### src/rtl/pes_pkg.sv
package pes_pkg;
    parameter int NUM_SEQ = 16;
    parameter int SEQ_LEN = 8;
    parameter int TIME_W  = 8;
    parameter int VERN_W  = 4;

    localparam int SEL_W   = $clog2(NUM_SEQ);
    localparam int IDX_W   = $clog2(SEQ_LEN);
    localparam int ADDR_W  = SEL_W + IDX_W;
    localparam int DEPTH   = NUM_SEQ * SEQ_LEN;
    localparam int ENTRY_W = TIME_W + 4;
    localparam int TICK_W  = TIME_W + 2;

    typedef enum logic [2:0] {
        EV_DRV_LO  = 3'd0,
        EV_DRV_HI  = 3'd1,
        EV_DRV_OFF = 3'd2,
        EV_TST_HI  = 3'd3,
        EV_TST_LO  = 3'd4,
        EV_TST_Z   = 3'd5,
        EV_TST_END = 3'd6,
        EV_INVALID = 3'd7
    } ev_code_e;

    typedef enum logic [1:0] {
        CMP_IDLE = 2'd0,
        CMP_HI   = 2'd1,
        CMP_LO   = 2'd2,
        CMP_Z    = 2'd3
    } cmp_mode_e;

    typedef struct packed {
        logic              last;
        ev_code_e          code;
        logic [TIME_W-1:0] tstamp;
    } entry_t;
endpackage

### src/rtl/pes_seq_store.sv
module pes_seq_store
    import pes_pkg::*;
(
    input  logic              clk,
    input  logic              wr_en,
    input  logic [ADDR_W-1:0] wr_addr,
    input  logic [ENTRY_W-1:0] wr_data,
    input  logic [ADDR_W-1:0] rd_addr,
    output entry_t            rd_entry
);
    logic [ENTRY_W-1:0] store_q [DEPTH];

    always_ff @(posedge clk) begin
        if (wr_en) begin
            store_q[wr_addr] <= wr_data;
        end
    end

    always_comb begin
        rd_entry = entry_t'(store_q[rd_addr]);
    end
endmodule

### src/rtl/pes_sequencer.sv
module pes_sequencer
    import pes_pkg::*;
(
    input  logic              clk,
    input  logic              rst_n,
    input  logic              period_start,
    input  logic [VERN_W-1:0] vernier,
    input  logic [SEL_W-1:0]  vec_sel,
    output logic [ADDR_W-1:0] rd_addr,
    input  entry_t            rd_entry,
    output logic              evt_valid,
    output ev_code_e          evt_code,
    output logic              seq_error,
    output logic              overrun
);
    typedef struct packed {
        logic              active;
        logic [SEL_W-1:0]  sel;
        logic [IDX_W-1:0]  idx;
        logic [TICK_W-1:0] tick;
        logic [VERN_W-1:0] vern;
        logic              have_prev;
        logic [TIME_W-1:0] prev_time;
        logic              err;
        logic              ovr;
    } seq_st_t;

    localparam logic [IDX_W-1:0] LAST_IDX = IDX_W'(SEQ_LEN - 1);

    seq_st_t           st_d, st_q;
    logic [TICK_W-1:0] target;
    logic              bad_entry;
    logic              due;

    always_comb begin
        target    = TICK_W'(st_q.vern) + TICK_W'(rd_entry.tstamp);
        bad_entry = (rd_entry.code == EV_INVALID) ||
                    (st_q.have_prev && (rd_entry.tstamp <= st_q.prev_time));
        due       = (st_q.tick >= target);

        st_d      = st_q;
        evt_valid = 1'b0;
        evt_code  = rd_entry.code;

        if (period_start) begin
            if (st_q.active) begin
                st_d.ovr = 1'b1;
            end
            st_d.active    = 1'b1;
            st_d.sel       = vec_sel;
            st_d.idx       = '0;
            st_d.tick      = '0;
            st_d.vern      = vernier;
            st_d.have_prev = 1'b0;
            st_d.prev_time = '0;
        end else if (st_q.active) begin
            if (bad_entry || due) begin
                if (bad_entry) begin
                    st_d.err = 1'b1;
                end else begin
                    evt_valid      = 1'b1;
                    st_d.have_prev = 1'b1;
                    st_d.prev_time = rd_entry.tstamp;
                end
                if (rd_entry.last || (st_q.idx == LAST_IDX)) begin
                    st_d.active = 1'b0;
                end else begin
                    st_d.idx = st_q.idx + 1'b1;
                end
            end
            st_d.tick = st_q.tick + 1'b1;
        end
    end

    always_ff @(posedge clk) begin
        if (!rst_n) begin
            st_q <= '0;
        end else begin
            st_q <= st_d;
        end
    end

    assign rd_addr   = {st_q.sel, st_q.idx};
    assign seq_error = st_q.err;
    assign overrun   = st_q.ovr;

    p_ovr_set_r8: assert property (@(posedge clk) disable iff (!rst_n)
        (period_start && st_q.active) |=> st_q.ovr);

    p_ovr_sticky_r8: assert property (@(posedge clk) disable iff (!rst_n)
        st_q.ovr |=> st_q.ovr);

    p_err_sticky_r7: assert property (@(posedge clk) disable iff (!rst_n)
        st_q.err |=> st_q.err);

    p_restart_r2: assert property (@(posedge clk) disable iff (!rst_n)
        period_start |=> (st_q.active && (st_q.sel == $past(vec_sel)) && (st_q.tick == '0)));

    p_tick_step_r3: assert property (@(posedge clk) disable iff (!rst_n)
        (st_q.active && !period_start) |=> (st_q.tick == $past(st_q.tick) + 1'b1));

    p_idle_no_evt_r6: assert property (@(posedge clk) disable iff (!rst_n)
        !st_q.active |-> !evt_valid);
endmodule

### src/rtl/pes_pin_state.sv
module pes_pin_state
    import pes_pkg::*;
(
    input  logic      clk,
    input  logic      rst_n,
    input  logic      evt_valid,
    input  ev_code_e  evt_code,
    output logic      drive_val,
    output logic      drive_en,
    output cmp_mode_e cmp_mode
);
    typedef struct packed {
        logic      dval;
        logic      den;
        cmp_mode_e cmp;
    } pin_st_t;

    pin_st_t pin_d, pin_q;

    always_comb begin
        pin_d = pin_q;
        if (evt_valid) begin
            case (evt_code)
                EV_DRV_LO:  begin pin_d.dval = 1'b0; pin_d.den = 1'b1; end
                EV_DRV_HI:  begin pin_d.dval = 1'b1; pin_d.den = 1'b1; end
                EV_DRV_OFF: pin_d.den = 1'b0;
                EV_TST_HI:  pin_d.cmp = CMP_HI;
                EV_TST_LO:  pin_d.cmp = CMP_LO;
                EV_TST_Z:   pin_d.cmp = CMP_Z;
                EV_TST_END: pin_d.cmp = CMP_IDLE;
                default:    pin_d = pin_q;
            endcase
        end
    end

    always_ff @(posedge clk) begin
        if (!rst_n) begin
            pin_q <= '{dval: 1'b0, den: 1'b0, cmp: CMP_IDLE};
        end else begin
            pin_q <= pin_d;
        end
    end

    assign drive_val = pin_q.dval;
    assign drive_en  = pin_q.den;
    assign cmp_mode  = pin_q.cmp;

    p_hold_r6: assert property (@(posedge clk) disable iff (!rst_n)
        !evt_valid |=> ($stable(pin_q.dval) && $stable(pin_q.den) && $stable(pin_q.cmp)));

    p_off_r4: assert property (@(posedge clk) disable iff (!rst_n)
        (evt_valid && evt_code == EV_DRV_OFF) |=> (!drive_en && $stable(drive_val)));

    p_cmp_keeps_drive_r5: assert property (@(posedge clk) disable iff (!rst_n)
        (evt_valid && (evt_code inside {EV_TST_HI, EV_TST_LO, EV_TST_Z, EV_TST_END}))
        |=> ($stable(drive_val) && $stable(drive_en)));
endmodule

### src/rtl/pin_event_seq.sv
module pin_event_seq
    import pes_pkg::*;
(
    input  logic        clk,
    input  logic        rst_n,
    input  logic        host_we,
    input  logic [6:0]  host_addr,
    input  logic [11:0] host_wdata,
    input  logic        period_start,
    input  logic [3:0]  vernier,
    input  logic [3:0]  vec_sel,
    output logic        drive_val,
    output logic        drive_en,
    output logic [1:0]  cmp_mode,
    output logic        seq_error,
    output logic        overrun
);
    logic [ADDR_W-1:0] rd_addr;
    entry_t            rd_entry;
    logic              evt_valid;
    ev_code_e          evt_code;
    cmp_mode_e         cmp_mode_w;

    pes_seq_store i_store (
        .clk      (clk),
        .wr_en    (host_we),
        .wr_addr  (ADDR_W'(host_addr)),
        .wr_data  (ENTRY_W'(host_wdata)),
        .rd_addr  (rd_addr),
        .rd_entry (rd_entry)
    );

    pes_sequencer i_seq (
        .clk          (clk),
        .rst_n        (rst_n),
        .period_start (period_start),
        .vernier      (VERN_W'(vernier)),
        .vec_sel      (SEL_W'(vec_sel)),
        .rd_addr      (rd_addr),
        .rd_entry     (rd_entry),
        .evt_valid    (evt_valid),
        .evt_code     (evt_code),
        .seq_error    (seq_error),
        .overrun      (overrun)
    );

    pes_pin_state i_pin (
        .clk       (clk),
        .rst_n     (rst_n),
        .evt_valid (evt_valid),
        .evt_code  (evt_code),
        .drive_val (drive_val),
        .drive_en  (drive_en),
        .cmp_mode  (cmp_mode_w)
    );

    assign cmp_mode = cmp_mode_w;
endmodule

### config.mk
export PLATFORM = sky130hd
export DESIGN_NAME = pin_event_seq
export DESIGN_NICKNAME = d
export VERILOG_FILES = /design/src/rtl/pes_pkg.sv /design/src/rtl/pes_seq_store.sv /design/src/rtl/pes_sequencer.sv /design/src/rtl/pes_pin_state.sv /design/src/rtl/pin_event_seq.sv
export SDC_FILE = /design/constraint.sdc
export NUM_CORES = 2
export LEC_CHECK = 0
export ABC_AREA = 1
export BUFFER_PORTS_ARGS = -buffer_cell sky130_fd_sc_hd__buf_2
export CELL_PAD_IN_SITES_DETAIL_PLACEMENT = 1
export CELL_PAD_IN_SITES_GLOBAL_PLACEMENT = 1
export CORE_MARGIN = 10
export CORE_UTILIZATION = 35
export CTS_CLUSTER_DIAMETER = 150
export DETAILED_ROUTE_END_ITERATION = 10
export HOLD_SLACK_MARGIN = 0.08
export PLACE_DENSITY_LB_ADDON = 0.12
export SLEW_MARGIN = 20
export SYNTH_ARGS = -nofsm -noshare
export SYNTH_HDL_FRONTEND = slang
export SYNTH_SLANG_ARGS = --single-unit
### constraint.sdc
create_clock -name clk -period 5.6 [get_ports clk]
set_clock_uncertainty 0.1 [all_clocks]
set_input_delay 1.68 -clock clk [delete_from_list [all_inputs] [get_ports clk]]
set_output_delay 1.68 -clock clk [all_outputs]
set_load 0.02 [all_outputs]
==> impl_metrics.env <==
export IMPL_clockBufferDepth=3
export IMPL_ys_types=44
export IMPL_antenna_found_initial=7
export IMPL_slowest_stage="dfxtp_4"
export IMPL_crit_end="i_pin.drive_val"
export IMPL_grt_overflow=0
export IMPL_pre_cts_ws_ns=0.0764
export IMPL_io_pins=37
export IMPL_routedWlPerCell_um=27.6
export IMPL_area_growth_pct=17.1
export IMPL_start_util_pct=35.3
export IMPL_rsz0062_at_grt="true"
export IMPL_outcome="complete, no violations"
export IMPL_grt_pass1_wl_mm=307
export IMPL_core_area_um2=179000
export IMPL_fp_row_count=155
export IMPL_cp_required_ns=6.25
export IMPL_drive_gt1_share_pct=12.3
export IMPL_grt_total_usage_pct=20.9
export IMPL_grt_max_degree=105
export IMPL_slew_limit_headroom_pct=29.6
export IMPL_r2r_cells=33
export IMPL_cpMostUsedCell="nand2_1"
export IMPL_cts_htree_levels=4
export IMPL_n_fill_cell=18611
export IMPL_post_synth_top_count_cell="edfxtp_1"
export IMPL_synth_seq_area_share_pct=74.1
export IMPL_synth_area_leaders="edfxtp_1 73%, nor2_1 4.9%, o21ai_0 4.6%, nand2_1 3.6%, nand3_1 3.5%"
export IMPL_gp_congestion=0.798
export IMPL_dr_first_iter_drc_count=3747
export IMPL_syn_instance_count=5039
export IMPL_wl_met1_mm=100
export IMPL_tns_ns=0
export IMPL_slowest_delay_ns=0.40
export IMPL_met2_length_mm=99.4
export IMPL_endpoint_kind="flip-flop"
export IMPL_hp_class="reg -> reg"
export IMPL_clockRootBuffer="clkbuf_16"
export IMPL_ys_warn_count=0
export IMPL_ant_nets=0
export IMPL_fmax_mhz=190
export IMPL_cp_startpoint="i_seq.rd_addr[0]"
export IMPL_die_w_um=445
export IMPL_ff2ff_setup_slack_ns=0.34
export IMPL_setup_viol=0
export IMPL_die_y_um=445
export IMPL_portBuffers=36
export IMPL_crit_fanout=44
export IMPL_r2r_start="i_seq.rd_addr[0]"
export IMPL_cts_sinks=1573
export IMPL_p_per_area_nw_per_um2=346
export IMPL_clk_pin_slew_worst_paths_ns=0.06
export IMPL_fin_ws_ns=0.342
export IMPL_drt_first_pass_iters=8
export IMPL_dieArea_um2=198000
export IMPL_ys_ff_latch=1573
export IMPL_avgSynthCellArea_um2=12.5
export IMPL_final_nets=5323
export IMPL_drv_slew=0
export IMPL_holdPathStages=2
export IMPL_r2r_end="i_pin.drive_val"
export IMPL_synth_edf_count=1536
export IMPL_critPathArrivalTime_ns=5.91
export IMPL_synthArstFlopShare_pct=0
export IMPL_critPathLaunchType="flip-flop"
export IMPL_synth_area_um2=63200
export IMPL_clk_latency_ns=0.85
export IMPL_ys_flop_type="edfxtp_1"
export IMPL_netlist_top_cells_count="1536 x edfxtp_1, 825 x nor2_1, 614 x nand2_1"
export IMPL_drc=0
export IMPL_tritoncts="done"
export IMPL_routed_wl_met3_mm=9.44
export IMPL_synth_top_area_cell="edfxtp_1"
export IMPL_synth_nets=5095
export IMPL_netlist_area_leader_share_pct=73.0
export IMPL_cts_buffers=176
export IMPL_placedCellCount=7429
export IMPL_num_vias=42185
export IMPL_wl_mm=215
export IMPL_worst_pin_slew_ns=1.06
export IMPL_p_leak_nw=24.9
export IMPL_fin_crit_sh_pct=93.9
export IMPL_cap_violations=0
export IMPL_hold_viol=0
export IMPL_cts_hold_buffers_added=0
export IMPL_max_vdd_ir_drop_mv=0.257
export IMPL_grt_pass1_vias=43009
export IMPL_dp_hpwl_mm=128
export IMPL_period_needed_ns=5.26
export IMPL_stdcell_count=7768
export IMPL_crit_type="reg -> reg"
export IMPL_highest_layer="met5"
export IMPL_vias_per_cell=5.43
## routing by layer
layer / GRT usage, % / vias to the layer above
met1: 30.0 / 21969
met2: 33.2 / 933
li1: - / 18990
met5: 0 / -
met4: 5.59 / 2
met3: 2.78 / 291
## flip-flops by register name (all words and copies together) (netlist names)
register         cells
i_seq.st_q          24
i_pin.cmp_mode       2
i_pin.drive_val      1
i_seq.rd_addr        7
i_pin.drive_en       1
i_store.store_q   1536
i_seq.overrun        1
i_seq.seq_error      1
## where the power goes
| group | switching [W] | internal [W] |
|---|---|---|
| registers | 0.0000217 | 0.0130 |
| logic | 0.000933 | 0.000307 |
| clock network | 0.00489 | 0.00653 |
## cell type report
cell class                      instances  area (um2)  share of cell area, %
Antenna cell                            4        10.0                 0.0135
Clock buffer                          224        4650                   6.28
Clock inverter                         96         973                   1.31
Inverter                               56         253                  0.341
Multi-Input combinational cell       3059       14500                   19.6
Sequential cell                      1573       46900                   63.3
Tap cell                             2355        2950                   3.98
Timing Repair Buffer                  401        3780                   5.11
## stage by stage
step / util, % / total power (W) / area (um2) / hold WS, ns
4_1_cts: 41.1 / 0.0258 / 73600 / 0.364
3_3_place_gp: 37.9 / 0.0144 / 67900 / 0.348
3_5_place_dp: 38.0 / 0.0145 / 67900 / 0.355
6_report: 41.4 / 0.0256 / 74000 / 0.359
2_1_floorplan: - / 0.0137 / 63200 / 0.336
5_1_grt: 41.4 / 0.0264 / 74000 / 0.391
## critical path, delay by kind of cell, from the launching register on
kind / cells / cell delay, ns
compound gates: 8 / 1.06
xor+xnor: 1 / 0.14
fa+ha+maj: 2 / 0.57
buf+inv: 6 / 1.14
flops: 1 / 0.40
simple gates: 16 / 1.67
## repair_timing
action	in CTS	in global routing
gates resized for setup	0	36
endpoints found under the setup margin	0	16
buffers inserted	0	6
## cell usage in the layout, fill, tap and decap left out, types with 5 or more instances in the layout
| cell type | n |
|---|---|
| edfxtp_1 | 1536 |
| o22ai_1 | 264 |
| o211ai_1 | 46 |
| nand2_1 | 610 |
| or2_1 | 11 |
| buf_16 | 10 |
| nand2_2 | 7 |
| inv_1 | 51 |
| nand3_1 | 436 |
| buf_12 | 37 |
| inv_16 | 5 |
| clkinvlp_4 | 6 |
| dfxtp_1 | 32 |
| clkinv_8 | 5 |
| ha_1 | 24 |
| nor3_1 | 11 |
| clkinv_1 | 48 |
| nand4_1 | 5 |
| bufinv_16 | 14 |
| o21ai_0 | 587 |
| clkbuf_1 | 44 |
| o221ai_1 | 45 |
| clkinv_2 | 14 |
| nor2_1 | 823 |
| clkbuf_16 | 187 |
| o21ai_1 | 103 |
| buf_4 | 318 |
| buf_2 | 24 |
| a21oi_1 | 39 |
| o21bai_1 | 13 |
## worst min-delay path by stage
| stage | from | endpoint | slack, ns |
|---|---|---|---|
| floorplan | i_seq.st_q[7] | i_seq.st_q[7] | 0.34 |
| global placement | i_seq.st_q[3] | i_seq.st_q[3] | 0.35 |
| detailed placement | i_seq.st_q[5] | i_seq.st_q[5] | 0.35 |
| CTS | i_seq.st_q[5] | i_seq.st_q[5] | 0.36 |
| global route | i_seq.st_q[10] | i_seq.st_q[10] | 0.39 |
| finish | i_seq.st_q[5] | i_seq.st_q[5] | 0.36 |
## logic make-up after synthesis
family | Yosys count | synth area share, %
simple gates | 1917 | 12.4
flops | 1573 | 74.1
compound gates | 1111 | 9.88
buf+inv | 407 | 2.99
fa+ha+maj | 25 | 0.507
xor+xnor | 6 | 0.0831
No activity file was read; power rests on OpenSTA's default activity.
